File: src/rtl/sync_route_pkg.sv
package sync_route_pkg;
  localparam int ADDR_W = 3;
  localparam int DATA_W = 16;

  localparam logic [ADDR_W-1:0] A_CTRL   = 3'd0;
  localparam logic [ADDR_W-1:0] A_STATUS = 3'd1;
  localparam logic [ADDR_W-1:0] A_HPER   = 3'd2;
  localparam logic [ADDR_W-1:0] A_HWID   = 3'd3;
  localparam logic [ADDR_W-1:0] A_VPER   = 3'd4;
  localparam logic [ADDR_W-1:0] A_VWID   = 3'd5;

  typedef struct packed {
    logic out_en;   // bit4
    logic h_inv;    // bit3
    logic sog_sel;  // bit2
    logic comp;     // bit1
    logic gen_sel;  // bit0
  } ctrl_t;

  localparam int CTRL_W = $bits(ctrl_t);
endpackage

File: src/rtl/sync_2ff.sv
module sync_2ff #(
  parameter int WIDTH = 1
) (
  input  logic             clk,
  input  logic             rst,
  input  logic [WIDTH-1:0] d,
  output logic [WIDTH-1:0] q
);
  logic [WIDTH-1:0] stage1;

  always_ff @(posedge clk) begin
    if (rst) begin
      stage1 <= '0;
      q      <= '0;
    end else begin
      stage1 <= d;
      q      <= stage1;
    end
  end

  p_sync_delay_r10: assert property (@(posedge clk) disable iff (rst)
    (!$past(rst) && !$past(rst, 2)) |-> (q == $past(d, 2)));
endmodule

File: src/rtl/sync_polarity_meter.sv
module sync_polarity_meter #(
  parameter int CNT_W = 16
) (
  input  logic clk,
  input  logic rst,
  input  logic lvl,
  output logic pol
);
  localparam logic [CNT_W-1:0] CNT_MAX = '1;

  logic             lvl_q;
  logic [CNT_W-1:0] run_cnt;
  logic [CNT_W-1:0] high_len;
  logic             seen_rise;
  logic             high_valid;
  logic             rise, fall;

  assign rise = lvl & ~lvl_q;
  assign fall = ~lvl & lvl_q;

  always_ff @(posedge clk) begin
    if (rst) begin
      lvl_q      <= 1'b0;
      run_cnt    <= '0;
      high_len   <= '0;
      seen_rise  <= 1'b0;
      high_valid <= 1'b0;
      pol        <= 1'b0;
    end else begin
      lvl_q <= lvl;
      if (rise || fall) run_cnt <= '0;
      else if (run_cnt != CNT_MAX) run_cnt <= run_cnt + 1'b1;

      if (fall) begin
        high_len   <= run_cnt;
        high_valid <= seen_rise;
      end
      if (rise) begin
        seen_rise <= 1'b1;
        if (high_valid) begin
          if (high_len < run_cnt)      pol <= 1'b1;
          else if (high_len > run_cnt) pol <= 1'b0;
        end
      end
    end
  end

  p_pol_clear_r3: assert property (@(posedge clk) rst |=> (pol == 1'b0));
  p_pol_hold_r2: assert property (@(posedge clk) disable iff (rst)
    !$past(rise) |-> $stable(pol));
endmodule

File: src/rtl/sync_freerun_gen.sv
module sync_freerun_gen #(
  parameter int CNT_W = 16
) (
  input  logic             clk,
  input  logic             rst,
  input  logic [CNT_W-1:0] h_period,
  input  logic [CNT_W-1:0] h_width,
  input  logic [CNT_W-1:0] v_period,
  input  logic [CNT_W-1:0] v_width,
  output logic             gen_h,
  output logic             gen_v
);
  logic [CNT_W-1:0] h_cnt, v_cnt;
  logic             h_wrap, v_wrap;

  assign h_wrap = (h_period == '0) || (h_cnt >= h_period - 1'b1);
  assign v_wrap = (v_period == '0) || (v_cnt >= v_period - 1'b1);

  always_ff @(posedge clk) begin
    if (rst) begin
      h_cnt <= '0;
      v_cnt <= '0;
      gen_h <= 1'b0;
      gen_v <= 1'b0;
    end else begin
      if (h_wrap) begin
        h_cnt <= '0;
        v_cnt <= v_wrap ? '0 : v_cnt + 1'b1;
      end else begin
        h_cnt <= h_cnt + 1'b1;
      end
      gen_h <= (h_cnt < h_width);
      gen_v <= (v_cnt < v_width);
    end
  end

  p_hcnt_wrap_r7: assert property (@(posedge clk) disable iff (rst)
    ((h_period != '0) && (h_cnt >= h_period)) |=> (h_cnt == '0));
  p_vcnt_zero_r7: assert property (@(posedge clk) disable iff (rst)
    (v_period == '0) |=> (v_cnt == '0));
endmodule

File: src/rtl/sync_route_regs.sv
module sync_route_regs
  import sync_route_pkg::*;
#(
  parameter int CNT_W = 16
) (
  input  logic              clk,
  input  logic              rst,
  input  logic [ADDR_W-1:0] bus_addr,
  input  logic              bus_wr,
  input  logic [DATA_W-1:0] bus_wdata,
  output logic [DATA_W-1:0] bus_rdata,
  input  logic [3:0]        status,
  output ctrl_t             ctrl,
  output logic [CNT_W-1:0]  h_period,
  output logic [CNT_W-1:0]  h_width,
  output logic [CNT_W-1:0]  v_period,
  output logic [CNT_W-1:0]  v_width
);
  logic [DATA_W-1:0] rd_mux;

  always_ff @(posedge clk) begin
    if (rst) begin
      ctrl     <= '0;
      h_period <= '0;
      h_width  <= '0;
      v_period <= '0;
      v_width  <= '0;
    end else if (bus_wr) begin
      case (bus_addr)
        A_CTRL: ctrl     <= ctrl_t'(bus_wdata[CTRL_W-1:0]);
        A_HPER: h_period <= bus_wdata[CNT_W-1:0];
        A_HWID: h_width  <= bus_wdata[CNT_W-1:0];
        A_VPER: v_period <= bus_wdata[CNT_W-1:0];
        A_VWID: v_width  <= bus_wdata[CNT_W-1:0];
        default: ;
      endcase
    end
  end

  always_comb begin
    rd_mux = '0;
    case (bus_addr)
      A_CTRL:   rd_mux[CTRL_W-1:0] = ctrl;
      A_STATUS: rd_mux[3:0]        = status;
      A_HPER:   rd_mux[CNT_W-1:0]  = h_period;
      A_HWID:   rd_mux[CNT_W-1:0]  = h_width;
      A_VPER:   rd_mux[CNT_W-1:0]  = v_period;
      A_VWID:   rd_mux[CNT_W-1:0]  = v_width;
      default:  rd_mux = '0;
    endcase
  end

  always_ff @(posedge clk) begin
    if (rst) bus_rdata <= '0;
    else     bus_rdata <= rd_mux;
  end

  p_ctrl_write_r8: assert property (@(posedge clk) disable iff (rst)
    (bus_wr && bus_addr == A_CTRL) |=> (ctrl == $past(bus_wdata[CTRL_W-1:0])));
  p_ctrl_reset_r8: assert property (@(posedge clk) rst |=> (ctrl == '0));
endmodule

File: src/rtl/sync_route_unit.sv
module sync_route_unit
  import sync_route_pkg::*;
#(
  parameter int CNT_W = 16
) (
  input  logic              clk,
  input  logic              rst,
  input  logic [ADDR_W-1:0] bus_addr,
  input  logic              bus_wr,
  input  logic [DATA_W-1:0] bus_wdata,
  output logic [DATA_W-1:0] bus_rdata,
  input  logic              hsync_in,
  input  logic              vsync_in,
  input  logic              sog_in,
  output logic              hsync_out,
  output logic              vsync_out
);
  localparam int NUM_IN = 3;

  logic [NUM_IN-1:0] pins_s;
  logic              hs_s, vs_s, sog_s;
  logic              h_pol, v_pol;
  logic              gen_h, gen_v;
  ctrl_t             ctrl;
  logic [CNT_W-1:0]  h_period, h_width, v_period, v_width;
  logic              h_src, v_src;

  sync_2ff #(.WIDTH(NUM_IN)) u_sync (
    .clk(clk), .rst(rst),
    .d({sog_in, vsync_in, hsync_in}),
    .q(pins_s)
  );
  assign hs_s  = pins_s[0];
  assign vs_s  = pins_s[1];
  assign sog_s = pins_s[2];

  sync_polarity_meter #(.CNT_W(CNT_W)) u_hpol (
    .clk(clk), .rst(rst), .lvl(hs_s), .pol(h_pol));
  sync_polarity_meter #(.CNT_W(CNT_W)) u_vpol (
    .clk(clk), .rst(rst), .lvl(vs_s), .pol(v_pol));

  sync_freerun_gen #(.CNT_W(CNT_W)) u_gen (
    .clk(clk), .rst(rst),
    .h_period(h_period), .h_width(h_width),
    .v_period(v_period), .v_width(v_width),
    .gen_h(gen_h), .gen_v(gen_v));

  sync_route_regs #(.CNT_W(CNT_W)) u_regs (
    .clk(clk), .rst(rst),
    .bus_addr(bus_addr), .bus_wr(bus_wr),
    .bus_wdata(bus_wdata), .bus_rdata(bus_rdata),
    .status({v_pol, h_pol, vs_s, hs_s}),
    .ctrl(ctrl),
    .h_period(h_period), .h_width(h_width),
    .v_period(v_period), .v_width(v_width));

  always_comb begin
    if (ctrl.gen_sel) begin
      h_src = gen_h;
      v_src = gen_v;
    end else if (ctrl.comp) begin
      h_src = ctrl.sog_sel ? sog_s : hs_s;
      v_src = 1'b0;
    end else begin
      h_src = hs_s;
      v_src = vs_s;
    end
  end

  always_ff @(posedge clk) begin
    if (rst) begin
      hsync_out <= 1'b0;
      vsync_out <= 1'b0;
    end else begin
      hsync_out <= ctrl.out_en & (h_src ^ ctrl.h_inv);
      vsync_out <= ctrl.out_en & v_src;
    end
  end

  p_out_gate_r9: assert property (@(posedge clk) disable iff (rst)
    !ctrl.out_en |=> (!hsync_out && !vsync_out));
  p_pass_inv_r4: assert property (@(posedge clk) disable iff (rst)
    (ctrl.out_en && !ctrl.gen_sel && !ctrl.comp) |=>
      (hsync_out == ($past(hs_s) ^ $past(ctrl.h_inv))));
  p_comp_vlow_r6: assert property (@(posedge clk) disable iff (rst)
    (ctrl.comp && !ctrl.gen_sel) |=> !vsync_out);
endmodule

File: config.mk
export PLATFORM = sky130hd
export DESIGN_NAME = sync_route_unit
export DESIGN_NICKNAME = d
export VERILOG_FILES = /design/src/rtl/sync_route_pkg.sv /design/src/rtl/sync_2ff.sv /design/src/rtl/sync_polarity_meter.sv /design/src/rtl/sync_freerun_gen.sv /design/src/rtl/sync_route_regs.sv /design/src/rtl/sync_route_unit.sv
export SDC_FILE = /design/constraint.sdc
export NUM_CORES = 1
export LEC_CHECK = 0
export ABC_AREA = 1
export ABC_CLOCK_PERIOD_IN_PS = 8100
export BUFFER_PORTS_ARGS = -buffer_cell sky130_fd_sc_hd__buf_2
export CAP_MARGIN = 20
export CORE_MARGIN = 1
export CORE_UTILIZATION = 45
export DETAILED_ROUTE_END_ITERATION = 12
export GPL_ROUTABILITY_DRIVEN = 1
export PLACE_DENSITY = 0.69
export SLEW_MARGIN = 25
export SYNTH_ARGS = -nofsm -noshare
export SYNTH_HDL_FRONTEND = slang
export SYNTH_SLANG_ARGS = --single-unit
File: constraint.sdc
create_clock -name clk -period 8.1 [get_ports clk]
set_clock_uncertainty 0.05 [all_clocks]
set_input_delay 0.81 -clock clk [delete_from_list [all_inputs] [get_ports clk]]
set_output_delay 0.81 -clock clk [all_outputs]
set_load 0.1 [all_outputs]
==> flow_metrics.env <==
export IMPL_cp_startpoint="u_regs.h_period[0]"
export IMPL_ios=43
export IMPL_portBuffers=42
export IMPL_hold_path_endpoint="u_sync.q[2]"
export IMPL_clockBufferDepth=2
export IMPL_wl_mm=25.87
export IMPL_cts_tree="done"
export IMPL_viasPerCell=5.246
export IMPL_internal_power_mw=1.581
export IMPL_wire_per_inst_um=14.25
export IMPL_maxCapViolCount=0
export IMPL_dr_pass1_iters=5
export IMPL_p_comb_frac=0.129
export IMPL_seqPwrFrac=0.464
export IMPL_max_vdd_ir_drop_mv=0.1284
export IMPL_synthArstFlopShare=0
export IMPL_vias=9522
export IMPL_synth_top_family_by_area="simple AND/OR/NAND/NOR gates"
export IMPL_globalplace_congestion=0.8577
export IMPL_nets=1610
export IMPL_postSynthCellCount=1460
export IMPL_syn_nets=1590
export IMPL_drc=0
export IMPL_gr_total_overflow=0
export IMPL_finalHoldViolations=0
export IMPL_r2r_start="u_regs.h_period[0]"
export IMPL_tightest_slew_ps=986.2
export IMPL_ys_seq_area_frac=0.3689
export IMPL_grt_max_degree=68
export IMPL_drv_slew=0
export IMPL_synth_area_um2=10800
export IMPL_antenna_found_initial=4
export IMPL_switching_share=0.2860
export IMPL_end_kind="flop"
export IMPL_synth_area_top_cells="dfxtp_1 37%, ha_1 12%, a21oi_1 7.8%, nand2_1 7.6%, inv_1 6.8%"
export IMPL_core_area_um2=23470
export IMPL_p_switching_mw=0.6334
export IMPL_critical_path_arrival_ps=4260
export IMPL_finalCritPeriodShare=0.4841
export IMPL_synth_edff_count=0
export IMPL_synthXorXnorAreaFrac=0.03568
export IMPL_rsz0062_at_grt="false"
export IMPL_netlist_cell_type_count=40
export IMPL_fin_cells=1815
export IMPL_grt_pass1_wl_mm=42.54
export IMPL_synth_simple_area_share=0.2047
export IMPL_powerDensity_nw_per_um2=186.4
export IMPL_clock_sinks=199
export IMPL_clock_latency_ps=440
export IMPL_clock_power_share=0.407
export IMPL_reg2regPathDepth=16
export IMPL_cts_buffers=17
export IMPL_dpl_cell_area_um2=11240
export IMPL_htree_levels=4
export IMPL_rows=56
export IMPL_synthAdderAreaFrac=0.1216
export IMPL_final_area_um2=11880
export IMPL_min_delay_path_depth=2
export IMPL_post_dp_hpwl_mm=18.98
export IMPL_syn_area_per_cell_um2=7.398
export IMPL_crit_type="flop to flop"
export IMPL_reg2reg_to="u_gen.h_cnt[7]"
export IMPL_holdBufCountCts=0
export IMPL_relSlewSlack=0.3425
export IMPL_die_w_um=156.9
export IMPL_clkTransAtPathRegs_ps=80
export IMPL_layout_drive_gt1_share=0.07435
export IMPL_syn2layout_area_growth_pct=9.986
export IMPL_cp_max_fo=13
export IMPL_synth_ff_type="dfxtp_1"
export IMPL_min_path_type="flop to flop"
export IMPL_drt_iter0_markers=537
export IMPL_fin_hold_ws_ps=353.1
export IMPL_die_h_um=156.9
export IMPL_cts_resized=0
export IMPL_outcome="finished, final reports clean"
export IMPL_max_freq_ghz=0.2550
export IMPL_grtUsageTotal=0.2180
export IMPL_startpoint_type="flop"
export IMPL_r2r_slack_ps=4180
export IMPL_final_period_minus_worst_setup_slack_ps=3921
export IMPL_synth_compound_area_frac=0.1807
export IMPL_ant_nets=0
export IMPL_clock_root_buffer="clkbuf_16"
export IMPL_yosys_warnings=0
export IMPL_dp_cells=1780
export IMPL_die_area_um2=24620
export IMPL_synth_top_area_frac=0.3689
export IMPL_setup_viol=0
export IMPL_cp_required_ps=8430
export IMPL_p_leak_nw=5.180
export IMPL_finalSetupTns_ps=0
export IMPL_synth_seq_cells=199
export IMPL_finalPower_mw=2.215
export IMPL_synthMuxAreaShare=0
export IMPL_min_from="u_sync.stage1[2]"
export IMPL_grt_pass1_vias=8659
export IMPL_start_util=0.4601
export IMPL_cts_setup_buffers=0
export IMPL_synth_top_area_cell="dfxtp_1"
## state kept, by name, summed over array words and instances, names as in the netlist, 3 cells and up
register	cells
u_hpol.high_len	16
u_regs.ctrl	5
u_vpol.run_cnt	16
u_regs.bus_rdata	16
u_vpol.high_len	16
u_regs.h_period	16
u_regs.v_period	16
u_gen.h_cnt	16
u_regs.v_width	16
u_regs.h_width	16
u_sync.stage1	3
u_gen.v_cnt	16
u_hpol.run_cnt	16
u_sync.q	3
## stage by stage
stage / setup WS, ps / util
2_1_floorplan: 5351 / -
3_3_place_gp: 4346 / 0.4790
3_5_place_dp: 4230 / 0.4790
4_1_cts: 4191 / 0.5057
5_1_grt: 3804 / 0.5060
6_report: 4179 / 0.5061
## cell families after synthesis
| logic type | count (synthesis) |
|---|---|
| xor+xnor | 44 |
| buf+inv | 248 |
| fa+ha+maj | 105 |
| compound gates | 366 |
| flops | 199 |
| simple gates | 498 |
## power by group through the flow
stage	combinational, mW	clock, mW	sequential [mW]
global route	0.328	0.953	1.03
global placement	0.277	0	1.05
floorplan	0.207	0	1.05
CTS	0.287	0.914	1.03
detailed placement	0.283	0	1.05
finish	0.286	0.901	1.03
## worst max path at each step
stage | end | depth (start not counted) | slack (ps)
global placement | u_gen.h_cnt[7] | 16 | 4350
detailed placement | u_gen.h_cnt[7] | 16 | 4230
floorplan | u_gen.h_cnt[10] | 17 | 5350
finish | u_gen.h_cnt[7] | 16 | 4180
CTS | u_gen.v_cnt[3] | 16 | 4190
global route | u_gen.v_cnt[4] | 16 | 3800
## cell usage after synthesis (2+ instances only)
cell	n
inv_2	6
dfxtp_1	199
nor3_1	33
clkinv_1	2
o31ai_1	2
nand3_1	63
o22ai_1	18
a221oi_1	11
nand2_2	5
clkbuf_1	28
o211ai_1	3
nand2_1	218
or2_2	5
a211oi_1	2
xor2_1	33
buf_2	13
a21oi_1	168
o21a_1	5
a21o_1	2
nor2_1	115
a31oi_1	8
a21boi_0	3
nor4_1	8
inv_1	196
nand3_2	4
ha_1	105
nor2_2	7
nand4_1	29
buf_4	2
nor3_2	3
o21ai_0	143
xnor2_1	11
nand3b_1	3
## layout by cell type (no fill, tap or decap), types with 4 or more instances in the layout
cell	synthesis	final
ha_1	105	104
nand3_2	4	4
xnor2_1	11	11
inv_2	6	7
a21oi_1	168	168
clkbuf_16	0	17
o21ai_0	143	143
or2_2	5	5
o22ai_1	18	18
xor2_1	33	33
a221oi_1	11	11
dfxtp_1	199	199
nand4_1	29	29
o21a_1	5	5
nor2_1	115	115
nor3_1	33	33
nor4_1	8	8
nand2_1	218	218
a31oi_1	8	8
buf_2	13	42
nand3_1	63	63
inv_1	196	195
nand2_2	5	5
nor2_2	7	7
## metal layers
layer | track usage | part of all wire
met1 | 0.2736 | 0.46
met2 | 0.3687 | 0.47
met3 | 0.03744 | 0.042
met4 | 0.08917 | 0.023
met5 | 0 | 0.00050
## final cells by class
class,count,area [um^2]
inverter,204,765.7
sequential,199,3984
fill,2264,11590
clock inverter,14,186.4
multi-input combinational,1013,5864
clock buffer,18,439.2
tap,319,399.1
timing repair buffer,45,232.7
antenna,3,7.507
## critical path, stage by stage, from the launching register on
cell and delay [ps]:
dfxtp_1 320, inv_1 110, ha_1 210, nand4_1 180, nor2_1 220, nand3_1 160
nor3_1 210, xor2_1 170, inv_1 60, ha_1 280, nand2_1 80, nor2_1 50
a21oi_1 150, nand4_1 550, nor2_1 830, nand2_1 110, nor2_1 100
No activity file was read; power rests on OpenSTA's default activity.
